===== src/rtl/ssc_pkg.sv =====
package ssc_pkg;

   // Fractional bits of every coefficient (value 256 represents 1.0)
   localparam int COEF_FRAC = 8;

   typedef enum logic [1:0] {
      PH_IDLE   = 2'd0,
      PH_RUN    = 2'd1,
      PH_COMMIT = 2'd2
   } phase_e;

   // State transition matrix: 0.5 on the diagonal, 0.125 just above it
   function automatic int coef_a(int r, int c);
      if (r == c)     return 128;
      if (c == r + 1) return 32;
      return 0;
   endfunction

   // Input-to-state matrix
   function automatic int coef_b(int r, int c, int p);
      return (c == r % p) ? 256 : 0;
   endfunction

   // State-to-output matrix
   function automatic int coef_c(int r, int c, int n);
      return (c == r % n) ? 256 : 0;
   endfunction

   // Feed-through matrix
   function automatic int coef_d(int r, int c, int p);
      return (c == r % p) ? 64 : 0;
   endfunction

endpackage


===== src/rtl/ssc_mat_unit.sv =====
// Matrix-equation unit: res = M*a + N*b, one row per clock, saturated.
module ssc_mat_unit #(
   parameter int ROWS = 3,
   parameter int NA   = 3,
   parameter int NB   = 2,
   parameter int DW   = 16,
   parameter int CW   = 16,
   parameter int AW   = 32,
   parameter int MODE = 0   // 0: state update (A,B)  1: output (C,D)
) (
   input  logic               clk_i,
   input  logic               rst_ni,
   input  logic               start_i,
   input  logic [NA*DW-1:0]   a_i,
   input  logic [NB*DW-1:0]   b_i,
   output logic [ROWS*DW-1:0] res_o,
   output logic               done_o
);
   localparam int RW = (ROWS > 1) ? $clog2(ROWS) : 1;
   localparam int PW = CW + DW;
   localparam logic signed [AW-1:0] MAXV = (AW'(1) <<< (DW - 1)) - AW'(1);
   localparam logic signed [AW-1:0] MINV = -MAXV - AW'(1);

   if (ROWS < 1 || NA < 1 || NB < 1) begin : g_bad_dims
      $error("ssc_mat_unit: dimensions must be at least 1");
   end
   if (AW < PW) begin : g_bad_acc
      $error("ssc_mat_unit: accumulator narrower than a product");
   end
   if (MODE != 0 && MODE != 1) begin : g_bad_mode
      $error("ssc_mat_unit: MODE must be 0 or 1");
   end

   logic                busy_q;
   logic                done_q;
   logic [RW-1:0]       row_q;
   logic [DW-1:0]       res_q [ROWS];
   logic signed [CW-1:0] cm [NA];
   logic signed [CW-1:0] cn [NB];

   // Coefficient row selection: the variant is fixed by MODE
   if (MODE == 0) begin : g_state_coef
      always_comb begin
         for (int c = 0; c < NA; c++) cm[c] = CW'(ssc_pkg::coef_a(int'(row_q), c));
         for (int c = 0; c < NB; c++) cn[c] = CW'(ssc_pkg::coef_b(int'(row_q), c, NB));
      end
   end else begin : g_out_coef
      always_comb begin
         for (int c = 0; c < NA; c++) cm[c] = CW'(ssc_pkg::coef_c(int'(row_q), c, NA));
         for (int c = 0; c < NB; c++) cn[c] = CW'(ssc_pkg::coef_d(int'(row_q), c, NB));
      end
   end

   // One row: all column products in parallel, then scale and clamp
   logic signed [AW-1:0] acc;
   logic signed [AW-1:0] shd;
   logic signed [PW-1:0] prod;
   logic [DW-1:0]        satv;

   always_comb begin
      acc  = '0;
      prod = '0;
      for (int c = 0; c < NA; c++) begin
         prod = cm[c] * $signed(a_i[c*DW +: DW]);
         acc  = acc + AW'(prod);
      end
      for (int c = 0; c < NB; c++) begin
         prod = cn[c] * $signed(b_i[c*DW +: DW]);
         acc  = acc + AW'(prod);
      end
      shd = acc >>> ssc_pkg::COEF_FRAC;
      if (shd > MAXV)      satv = MAXV[DW-1:0];
      else if (shd < MINV) satv = MINV[DW-1:0];
      else                 satv = shd[DW-1:0];
   end

   always_ff @(posedge clk_i or negedge rst_ni) begin
      if (!rst_ni) begin
         busy_q <= 1'b0;
         done_q <= 1'b0;
         row_q  <= '0;
         for (int r = 0; r < ROWS; r++) res_q[r] <= '0;
      end else if (start_i) begin
         busy_q <= 1'b1;
         done_q <= 1'b0;
         row_q  <= '0;
      end else if (busy_q) begin
         res_q[row_q] <= satv;
         if (row_q == RW'(ROWS - 1)) begin
            busy_q <= 1'b0;
            done_q <= 1'b1;
         end else begin
            row_q <= row_q + RW'(1);
         end
      end
   end

   for (genvar r = 0; r < ROWS; r++) begin : g_pack
      assign res_o[r*DW +: DW] = res_q[r];
   end
   assign done_o = done_q;

   AST_ROW_IN_RANGE: assert property (@(posedge clk_i) disable iff (!rst_ni)
      busy_q |-> (int'(row_q) < ROWS));
   AST_NO_RESTART_BUSY: assert property (@(posedge clk_i) disable iff (!rst_ni)
      start_i |-> !busy_q);
   AST_DONE_FROM_BUSY: assert property (@(posedge clk_i) disable iff (!rst_ni)
      $rose(done_q) |-> $past(busy_q));

endmodule


===== src/rtl/ssc_timer.sv =====
// Cycle timer: starts both units, waits for both, then commits.
module ssc_timer
   import ssc_pkg::*;
(
   input  logic clk_i,
   input  logic rst_ni,
   input  logic sample_i,
   input  logic st_done_i,
   input  logic out_done_i,
   output logic start_o,
   output logic commit_o,
   output logic busy_o,
   output logic overrun_o
);
   phase_e ph_q, ph_d;
   logic   ovr_q;

   always_comb begin
      ph_d = ph_q;
      unique case (ph_q)
         PH_IDLE:   if (sample_i) ph_d = PH_RUN;
         PH_RUN:    if (st_done_i && out_done_i) ph_d = PH_COMMIT;
         PH_COMMIT: ph_d = PH_IDLE;
         default:   ph_d = PH_IDLE;
      endcase
   end

   always_ff @(posedge clk_i or negedge rst_ni) begin
      if (!rst_ni) begin
         ph_q  <= PH_IDLE;
         ovr_q <= 1'b0;
      end else begin
         ph_q <= ph_d;
         if (sample_i && ph_q != PH_IDLE) ovr_q <= 1'b1;
      end
   end

   assign start_o   = sample_i && (ph_q == PH_IDLE);
   assign commit_o  = (ph_q == PH_COMMIT);
   assign busy_o    = (ph_q != PH_IDLE);
   assign overrun_o = ovr_q;

   AST_COMMIT_BOTH_DONE: assert property (@(posedge clk_i) disable iff (!rst_ni)
      commit_o |-> (st_done_i && out_done_i));
   AST_OVERRUN_STICKY: assert property (@(posedge clk_i) disable iff (!rst_ni)
      ovr_q |=> ovr_q);
   AST_IDLE_NO_OVERRUN: assert property (@(posedge clk_i) disable iff (!rst_ni)
      (!ovr_q && ph_q == PH_IDLE) |=> !ovr_q);

endmodule


===== src/rtl/ssc_controller.sv =====
// Fixed-point discrete state-space controller, one step per sample strobe.
module ssc_controller #(
   parameter int N  = 3,
   parameter int P  = 2,
   parameter int Q  = 2,
   parameter int DW = 16,
   parameter int AW = 32
) (
   input  logic            clk_i,
   input  logic            rst_ni,
   input  logic            sample_i,
   input  logic [P*DW-1:0] u_i,
   output logic [Q*DW-1:0] y_o,
   output logic            y_valid_o,
   output logic            overrun_o
);
   if (N < 1 || P < 1 || Q < 1) begin : g_bad_dims
      $error("ssc_controller: N, P and Q must be at least 1");
   end
   if (DW < 2 || AW < 2 * DW) begin : g_bad_width
      $error("ssc_controller: AW must hold a full product");
   end

   logic [N*DW-1:0] x_q;
   logic [N*DW-1:0] x_next;
   logic [Q*DW-1:0] y_q;
   logic [Q*DW-1:0] y_next;
   logic [P*DW-1:0] u_q;
   logic            valid_q;
   logic            start, commit, tmr_busy, st_done, out_done;

   ssc_timer u_timer (
      .clk_i      (clk_i),
      .rst_ni     (rst_ni),
      .sample_i   (sample_i),
      .st_done_i  (st_done),
      .out_done_i (out_done),
      .start_o    (start),
      .commit_o   (commit),
      .busy_o     (tmr_busy),
      .overrun_o  (overrun_o)
   );

   ssc_mat_unit #(.ROWS(N), .NA(N), .NB(P), .DW(DW), .CW(DW), .AW(AW), .MODE(0)) u_state (
      .clk_i   (clk_i),
      .rst_ni  (rst_ni),
      .start_i (start),
      .a_i     (x_q),
      .b_i     (u_q),
      .res_o   (x_next),
      .done_o  (st_done)
   );

   ssc_mat_unit #(.ROWS(Q), .NA(N), .NB(P), .DW(DW), .CW(DW), .AW(AW), .MODE(1)) u_output (
      .clk_i   (clk_i),
      .rst_ni  (rst_ni),
      .start_i (start),
      .a_i     (x_q),
      .b_i     (u_q),
      .res_o   (y_next),
      .done_o  (out_done)
   );

   always_ff @(posedge clk_i or negedge rst_ni) begin
      if (!rst_ni) begin
         u_q     <= '0;
         x_q     <= '0;
         y_q     <= '0;
         valid_q <= 1'b0;
      end else begin
         if (start) u_q <= u_i;
         if (commit) begin
            x_q     <= x_next;
            y_q     <= y_next;
            valid_q <= 1'b1;
         end
      end
   end

   assign y_o       = y_q;
   assign y_valid_o = valid_q;

   AST_VALID_STAYS: assert property (@(posedge clk_i) disable iff (!rst_ni)
      valid_q |=> valid_q);
   AST_INPUT_HELD: assert property (@(posedge clk_i) disable iff (!rst_ni)
      tmr_busy |=> $stable(u_q));
   AST_STATE_HELD_IN_RUN: assert property (@(posedge clk_i) disable iff (!rst_ni)
      (tmr_busy && !commit) |=> $stable(x_q));

endmodule


===== config.mk =====
export PLATFORM = sky130hd
export DESIGN_NAME = ssc_controller
export DESIGN_NICKNAME = d
export VERILOG_FILES = /design/src/rtl/ssc_pkg.sv /design/src/rtl/ssc_mat_unit.sv /design/src/rtl/ssc_timer.sv /design/src/rtl/ssc_controller.sv
export SDC_FILE = /design/constraint.sdc
export NUM_CORES = 1
export LEC_CHECK = 0
export CAP_MARGIN = 20
export CORE_AREA = 2 2 187 226
export DETAILED_ROUTE_END_ITERATION = 7
export DIE_AREA = 0 0 189 228
export DONT_BUFFER_PORTS = 1
export GPL_TIMING_DRIVEN = 0
export PLACE_DENSITY = 0.63
export SYNTH_ARGS = -nofsm -noshare
export SYNTH_HDL_FRONTEND = slang
export SYNTH_SLANG_ARGS = --single-unit

===== constraint.sdc =====
create_clock -name clk_i -period 7.3 [get_ports clk_i]
set_input_delay 0.365 -clock clk_i [delete_from_list [all_inputs] [get_ports clk_i]]
set_output_delay 0.365 -clock clk_i [all_outputs]
set_load 0.05 [all_outputs]

==> out/results.ini, run 1 <==
[clock_tree]
clock_latency_ps = 540
cts-root-buf = clkbuf_16
clk_pin_slew_ps = 70
cts_buffers = 20
clockBufferDepth = 3
htree_levels = 1
cts.sink_count = 203
tritoncts = yes

[critical_path]
end_kind = flop
critPathLaunchType = flop
crit_path_max_incr_delay_ps = 550
crit_path_frequent_cell = fa_1
slowest_stage = fa_1
cp_max_fo = 10
worstPathRequired_ps = 7700
reg2reg_slack_ps = -510
crit_type = reg2reg
cp.arrival_ps = 8220

[timing]
relSlewSlack = 0.169
setup_ws_ps = -513
setup_viol = 45
finClkSkew_ps = 30.8
fin_hold_ws_ps = 434
rsz0062_at_grt = yes
tightest_slew_ps = 1250
period_needed_ps = 7810
slew_viol_final = 0
max_freq_mhz = 128
period_share = 1.07
hold_viol_final = 0

[synthesis]
yosysSeqAreaShare = 0.280
syn_inst = 1828
yosys_warnings = 0
syn_area_sq_um = 18200
ys.flop_type = dfrtp_1
ys_top_cells_by_area = dfrtp_1, ha_1, fa_1, inv_1, mux2_2
syn_avg_cell_area_sq_um = 9.94
synthArstFlopShare = 1.00
synth-edff-count = 0
synth_seq_cells = 203
synth_top_area_share = 0.280
synthDistinctLibCells = 75
yosys.area.top_type = dfrtp_1

[die]
coreArea_sq_um = 41100
fp.dieH_microns = 228
die_w_microns = 189
start_util = 0.442
rows = 82
pin_count = 69
design.die.area_sq_um = 43100

[routing]
dr.pass1.iters = 4
drc = 0
wl_per_cell_microns = 19.3
route.vias.total = 13139
ant_nets = 0
vias_per_cell = 5.26
routed_wl_mm = 48.3
drt_iter0_drc = 543

[global_route]
grt_pass1_vias = 14233
grt_max_degree = 204
antenna_found_initial = 0
grt_pass1_wl_mm = 76.5
grt_usage = 0.225
grt.overflow.total = 0

[layout]
final_core_util = 0.519
drive_above_1_share = 0.183
fin_cells = 2497
area_delta_synth_final_pct = 17.4
final_common_cell = inv_1
fillers = 3595
fin_nets = 2378
diodes = 0
final_cell_mix = inv_1, ha_1, dfrtp_1

[outcome]
status = finished, violations left
violations = setup timing

[placed_design]
place_congestion = 0.881
dp_hpwl_mm = 37.5
placedCellCount = 2390
io_buffers = 0

[worst_hold_path]
hold_class = in2reg

[job]
drv_cap = 0

==> path summary, 6_finish.rpt <==
check,from,endpoint,cells after the start
min reg2reg,u_state.res_o[43],u_state.res_o[43],2
min in group asynchronous,rst_ni,u_q[26],2
max reg2reg,u_state.row_q[0],u_state.res_o[12],31
max in group asynchronous,rst_ni,u_q[15],2
max,u_state.row_q[0],u_state.res_o[12],31
min,sample_i,u_q[31],4
==> through the flow <==
stage	setup TNS (ps)	area, sq um	setup WS (ps)
floorplan	0	18300	2.40
CTS	-20510	20900	-499
detailed placement	-87770	19000	-2070
global placement	-83190	19000	-1940
global route	-28420	21300	-675
finish	-20330	21300	-513
==> critical path, delay by kind of cell (launching register included) <==
family | cells | cell delay (ps)
fa+ha+maj | 10 | 4170
simple gates | 5 | 910
compound gates | 5 | 880
buf+inv | 11 | 1260
flops | 1 | 420
==> kinds of logic (layout without fill, tap and decap cells) <==
group,count (synthesis),after routing,synth area share
multiplexers,93,93,0.0575
AND/OR/NAND/NOR,499,499,0.139
flip-flops,203,203,0.280
adder cells (fa/ha/maj),405,405,0.343
XOR/XNOR,32,32,0.0158
buffers and inverters,364,471,0.0767
other,2,18,0.000413
AO/OA/AOI/OAI,230,230,0.0884
==> cells in the mapped netlist, types with 6 or more instances <==
master,number
inv_1,301
ha_1,251
dfrtp_1,203
nand2_1,203
fa_1,154
and2_1,118
mux2_2,91
o21ai_0,60
a21oi_1,54
nor2_1,44
clkbuf_1,42
nand2b_1,26
nor2b_1,24
a221o_1,23
xnor2_1,21
a21o_1,20
nand3_1,17
nor3_1,15
o21ai_1,12
and3_1,11
xor2_1,10
nor2_2,9
a211oi_1,8
buf_1,8
buf_2,8
a211o_1,7
and4_1,6
nand4_1,6
o21a_1,6
==> flip-flops by register name, indices dropped and copies added (netlist names) <==
name               flops
u_state.res_o         48
x_q                   48
u_output.res_o        32
u_q                   32
y_o                   32
u_state.row_q          2
u_timer.ph_q           2
u_output.busy_q        1
u_output.done_o        1
u_output.row_q         1
u_state.busy_q         1
u_state.done_o         1
u_timer.overrun_o      1
y_valid_o              1
==> final cells by class <==
cell class                      instances  area (sq um)  area share
Clock buffer                           26           563      0.0264
Buffer                                 60           452      0.0212
Tap cell                              546           683      0.0320
Timing Repair Buffer                   75           766      0.0359
Clock inverter                          9           118     0.00551
Inverter                              301          1130      0.0531
Multi-Input combinational cell       1277         12500       0.588
Sequential cell                       203          5080       0.238
==> metal layers <==
metal	global-route usage	vias up	wire length, microns
met5	0	-	0
met4	0.101	0	2280
met3	0.0183	97	1470
met2	0.422	270	25800
met1	0.260	6626	18700
li1	-	6146	-
==> repair_timing <==
action                                 in CTS  in global routing
resized for setup                         166                 84
setup endpoints to repair                  48                 48
hold buffers                               35                  0
endpoints found under the hold margin     237                  0
pin swaps                                  73                 32
buffers inserted                           24                 11
gates cloned                                2                  3
Power of run 1 is left out: the tool's default activity adds up to more than one toggle a clock period on the data nets, which glitch-free logic cannot reach.
==> run 2, diff against run 1 <==
CELL_PAD_IN_SITES_DETAIL_PLACEMENT = 1   (was unset)
CELL_PAD_IN_SITES_GLOBAL_PLACEMENT = 1   (was unset)
PLACE_DENSITY = 0.76   (was 0.63)
RECOVER_POWER = 25   (was unset)
==> run 2 against run 1 <==
The run ends with capacitance limit, slew limit, setup timing left. Design area increased by 2.2%. Worst setup slack worse by 160 ps. Utilization rose by 1.2 points. Die area unchanged. Routed wire length up 26%. Cell count rose by 0.80%. Via count up 6.6%. Critical path depth decreased by 1. Non-clock buffer count rose by 19. First-iteration DRC count is 34% higher. Highest routed layer unchanged.
==> out/results.ini, run 2 (synthesis results as in run 1) <==
[outcome]
status = finished, violations left
violations = capacitance limit, slew limit, setup timing

[routing]
wl_per_cell_microns = 24.1
drc = 0
dr.pass1.iters = 4
vias_per_cell = 5.57
maxUsedRoutingLayer = met4
route.vias.total = 14011
met1_length_mm = 21.3
wl_met2_mm = 33.0
ant_nets = 0
wl_met3_mm = 2.52
routed_wl_mm = 60.7
drt_iter0_drc = 725

[placed_design]
dp_hpwl_mm = 41.9
place_congestion = 0.862
io_buffers = 0

[clock_tree]
clk_pin_slew_ps = 70
cts.sink_count = 203
htree_levels = 1
clock_latency_ps = 530
cts_buffers = 20
clockBufferDepth = 3
tritoncts = yes
cts-root-buf = clkbuf_16

[layout]
fin_nets = 2397
final_common_cell = inv_1
drive_above_1_share = 0.211
diodes = 0
area_delta_synth_final_pct = 20.0
final_cell_mix = inv_1, ha_1, nand2_1, dfrtp_1, fa_1

[die]
pin_count = 69
die_w_microns = 189
rows = 82
fp.dieH_microns = 228
coreArea_sq_um = 41100
start_util = 0.442
design.die.area_sq_um = 43100

[global_route]
grt_pass1_wl_mm = 92.0
grt_max_degree = 204
grt.overflow.total = 0
antenna_found_initial = 0
grt_pass1_vias = 16252
grt_usage = 0.276

[critical_path]
crit_path_frequent_cell = fa_1
setup.worst_path.start = u_state.row_q[0]
end_kind = flop
crit_type = reg2reg
worstPathRequired_ps = 7680
reg2regPathDepth = 30
slowest_stage = fa_1
reg2reg_slack_ps = -670
critPathLaunchType = flop
crit_end = u_state.res_o[3]
crit-reg2reg-launch = u_state.row_q[0]
cp_max_fo = 7
cp.arrival_ps = 8350
reg2reg_to = u_state.res_o[3]
crit_path_max_incr_delay_ps = 580

[timing]
max_freq_mhz = 125
hold_viol_final = 0
setup_viol = 45
finClkSkew_ps = 12.5
setup_ws_ps = -670
period_share = 1.09
fin_hold_ws_ps = 12.5
tightest_slew_ps = 5250
relSlewSlack = -2.50
rsz0062_at_grt = yes
period_needed_ps = 7970
slew_viol_final = 204

[worst_hold_path]
hold_class = in2reg

[job]
drv_cap = 1

-- run 2: cell count changes in the layout (fill, tap and decap cells not counted), moves of 3 or more --
cell / previous run / this run
buf_4: 27 / 46
ha_1: 223 / 210
ha_4: 20 / 31
and2_1: 113 / 105
and2_4: 5 / 13
o21ai_1: 13 / 5
o21ai_4: 1 / 7
clkbuf_8: 6 / 3
inv_1: 286 / 283
inv_2: 14 / 17
-- run 2: final cells by class --
| cell class | instances | area [sq um] |
|---|---|---|
| Sequential cell | 203 | 5080 |
| Clock inverter | 10 | 163 |
| Inverter | 301 | 1140 |
| Multi-Input combinational cell | 1277 | 12800 |
| Fill cell | 4405 | 19300 |
| Clock buffer | 26 | 554 |
| Tap cell | 546 | 683 |
| Timing Repair Buffer | 92 | 886 |
| Buffer | 62 | 485 |
-- run 2: how the worst min path moves through the flow --
stage,startpoint,to,slack (ps),cells after the start
2_1_floorplan,rst_ni,u_output.busy_q,70,0
3_5_place_dp,rst_ni,u_q[27],80,0
4_1_cts,rst_ni,y_o[8],0.06,1
5_1_grt,u_i[11],u_q[11],20,2
6_report,u_i[11],u_q[11],10,2
3_3_place_gp,rst_ni,u_q[27],80,0
-- run 2: critical path: cells and delay by family, from the launching register on --
family | cells | cell delay [ps]
xor+xnor | 1 | 180
compound gates | 5 | 1180
fa+ha+maj | 11 | 4300
simple gates | 4 | 790
flops | 1 | 430
buf+inv | 9 | 910
-- run 2: what timing repair did --
item	CTS	global route
hold buffers	33	0
pin swaps	76	74
resized for setup	222	86
gates cloned	4	0
hold endpoints to repair	236	0
buffers inserted	39	16
endpoints found under the setup margin	48	48
-- run 2: stage by stage --
| step | instances | utilization | setup slack [ps] | instance area [sq um] | setup TNS (ps) |
|---|---|---|---|---|---|
| floorplan | 1844 | - | 2.40 | 18300 | 0 |
| global placement | 2390 | 0.462 | -1960 | 19000 | -83870 |
| detailed placement | 2390 | 0.462 | -2120 | 19000 | -89080 |
| CTS | 2501 | 0.519 | -397 | 21300 | -16290 |
| global route | 2517 | 0.530 | -849 | 21800 | -34020 |
| finish | 2517 | 0.530 | -670 | 21800 | -24850 |
-- run 2: per-layer routing --
metal,vias to the layer above,track usage
li1,6188,-
met1,7261,0.294
met2,389,0.525
met3,173,0.0295
met4,0,0.150
met5,-,0
Power of run 2 is left out for the same reason.
==> run 3, diff against run 2 <==
CORE_AREA = 2 2 183 221   (was 2 2 187 226)
DIE_AREA = 0 0 185 223   (was 0 0 189 228)
PLACE_DENSITY = 0.79   (was 0.76)
==> run 3 against run 2 <==
The flow still finishes with violations (capacitance limit, slew limit, setup timing). Sequential share of layout area rose by 0.32 points. Critical endpoint is now u_state.res_o[9]. Highest routed layer unchanged. Fmax fell by 3.5%. Largest cell class unchanged. Via count rose by 3.0%. Worst setup slack got worse by 290 ps.
==> out/results.ini, run 3 (synthesis results as in run 1) <==
[timing]
hold_viol_final = 0
period_needed_ps = 8260
tightest_slew_ps = 5260
relSlewSlack = -2.50
period_share = 1.13
max_freq_mhz = 121
rsz0062_at_grt = yes
finClkSkew_ps = 11.4
setup_ws_ps = -955
setup_viol = 48
slew_viol_final = 204

[global_route]
grt_pass1_wl_mm = 93.6
grt.overflow.total = 0
antenna_found_initial = 1
grt_max_degree = 204
grt_usage = 0.298
grt_pass1_vias = 16441

[placed_design]
dp_hpwl_mm = 42.2
placedCellCount = 2377
io_buffers = 0
place_congestion = 0.914

[clock_tree]
tritoncts = yes
htree_levels = 1
clock_latency_ps = 530
cts_buffers = 21
cts-root-buf = clkbuf_16
clockBufferDepth = 3
cts.sink_count = 203
clk_pin_slew_ps = 70

[layout]
final_core_util = 0.548
fin_cells = 2496
area_delta_synth_final_pct = 18.4
final_cell_mix = inv_1, ha_1, nand2_1, dfrtp_1, fa_1
drive_above_1_share = 0.187
final_common_cell = inv_1
fin_nets = 2390

[routing]
routed_wl_mm = 64.4
wl_per_cell_microns = 25.8
ant_nets = 0
drc = 0
vias_per_cell = 5.78
drt_iter0_drc = 801
met1_length_mm = 21.7
wl_met2_mm = 34.1
route.vias.total = 14433
wl_met3_mm = 3.30
dr.pass1.iters = 5
maxUsedRoutingLayer = met4

[critical_path]
worstPathRequired_ps = 7700
slowest_stage = fa_1
crit_type = reg2reg
cp_max_fo = 8
cp.arrival_ps = 8660
crit_path_max_incr_delay_ps = 580
crit_path_frequent_cell = inv_1
critPathLaunchType = flop
end_kind = flop

[die]
die_w_microns = 185
fp.dieH_microns = 223
pin_count = 69
rows = 80
start_util = 0.463
design.die.area_sq_um = 41300
coreArea_sq_um = 39200

[outcome]
violations = capacitance limit, slew limit, setup timing
status = finished, violations left

[job]
drv_cap = 1

[worst_hold_path]
hold_class = in2reg

-- run 3: final timing paths --
kind / startpoint / to / slack [ps] / depth (start not counted)
max: u_state.row_q[0] / u_state.res_o[9] / -960 / 38
min: sample_i / u_timer.ph_q[0] / 20 / 2
max reg2reg: u_state.row_q[0] / u_state.res_o[9] / -960 / 38
min reg2reg: u_state.res_o[21] / u_state.res_o[21] / 490 / 2
max in group asynchronous: rst_ni / u_state.row_q[0] / 1610 / 2
min in group asynchronous: rst_ni / u_q[30] / 2080 / 2
-- run 3: metal layers --
metal	track usage	vias to the layer above
met4	0.190	0
met2	0.561	598
met1	0.308	7343
met5	0	-
met3	0.0353	310
li1	-	6182
-- run 3: worst max-delay path, delay by kind of cell (launching register included) --
family	cells	cell delay, ps
AO/OA/AOI/OAI	5	1020
adder cells (fa/ha/maj)	10	3510
XOR/XNOR	1	160
buffers and inverters	17	2070
flip-flops	1	400
AND/OR/NAND/NOR	5	950
-- run 3: cell type report --
cell class | count | area, sq um
Timing Repair Buffer | 84 | 841
Sequential cell | 203 | 5080
Buffer | 62 | 420
Tap cell | 533 | 667
Inverter | 301 | 1130
Antenna cell | 1 | 2.50
Multi-Input combinational cell | 1277 | 12600
Clock inverter | 11 | 174
Fill cell | 4258 | 17700
Clock buffer | 24 | 537
-- run 3: repair_timing --
action	CTS	global route
gates resized for setup	158	104
hold buffers	35	0
endpoints found under the hold margin	236	0
buffers inserted	19	26
endpoints found under the setup margin	48	48
gates cloned	3	1
pin swaps	49	59
-- run 3: through the flow --
stage	cell area (sq um)	hold slack, ps	setup slack [ps]	setup TNS, ps
after floorplan	18300	69.4	2.40	0
after CTS	20900	10.9	-689	-27240
final	21500	16.2	-955	-39410
after global placement	19000	79.3	-1870	-80130
after detailed placement	19000	74.2	-2110	-86970
after global routing	21500	28.4	-1070	-45630
Power of run 3 is left out for the same reason.
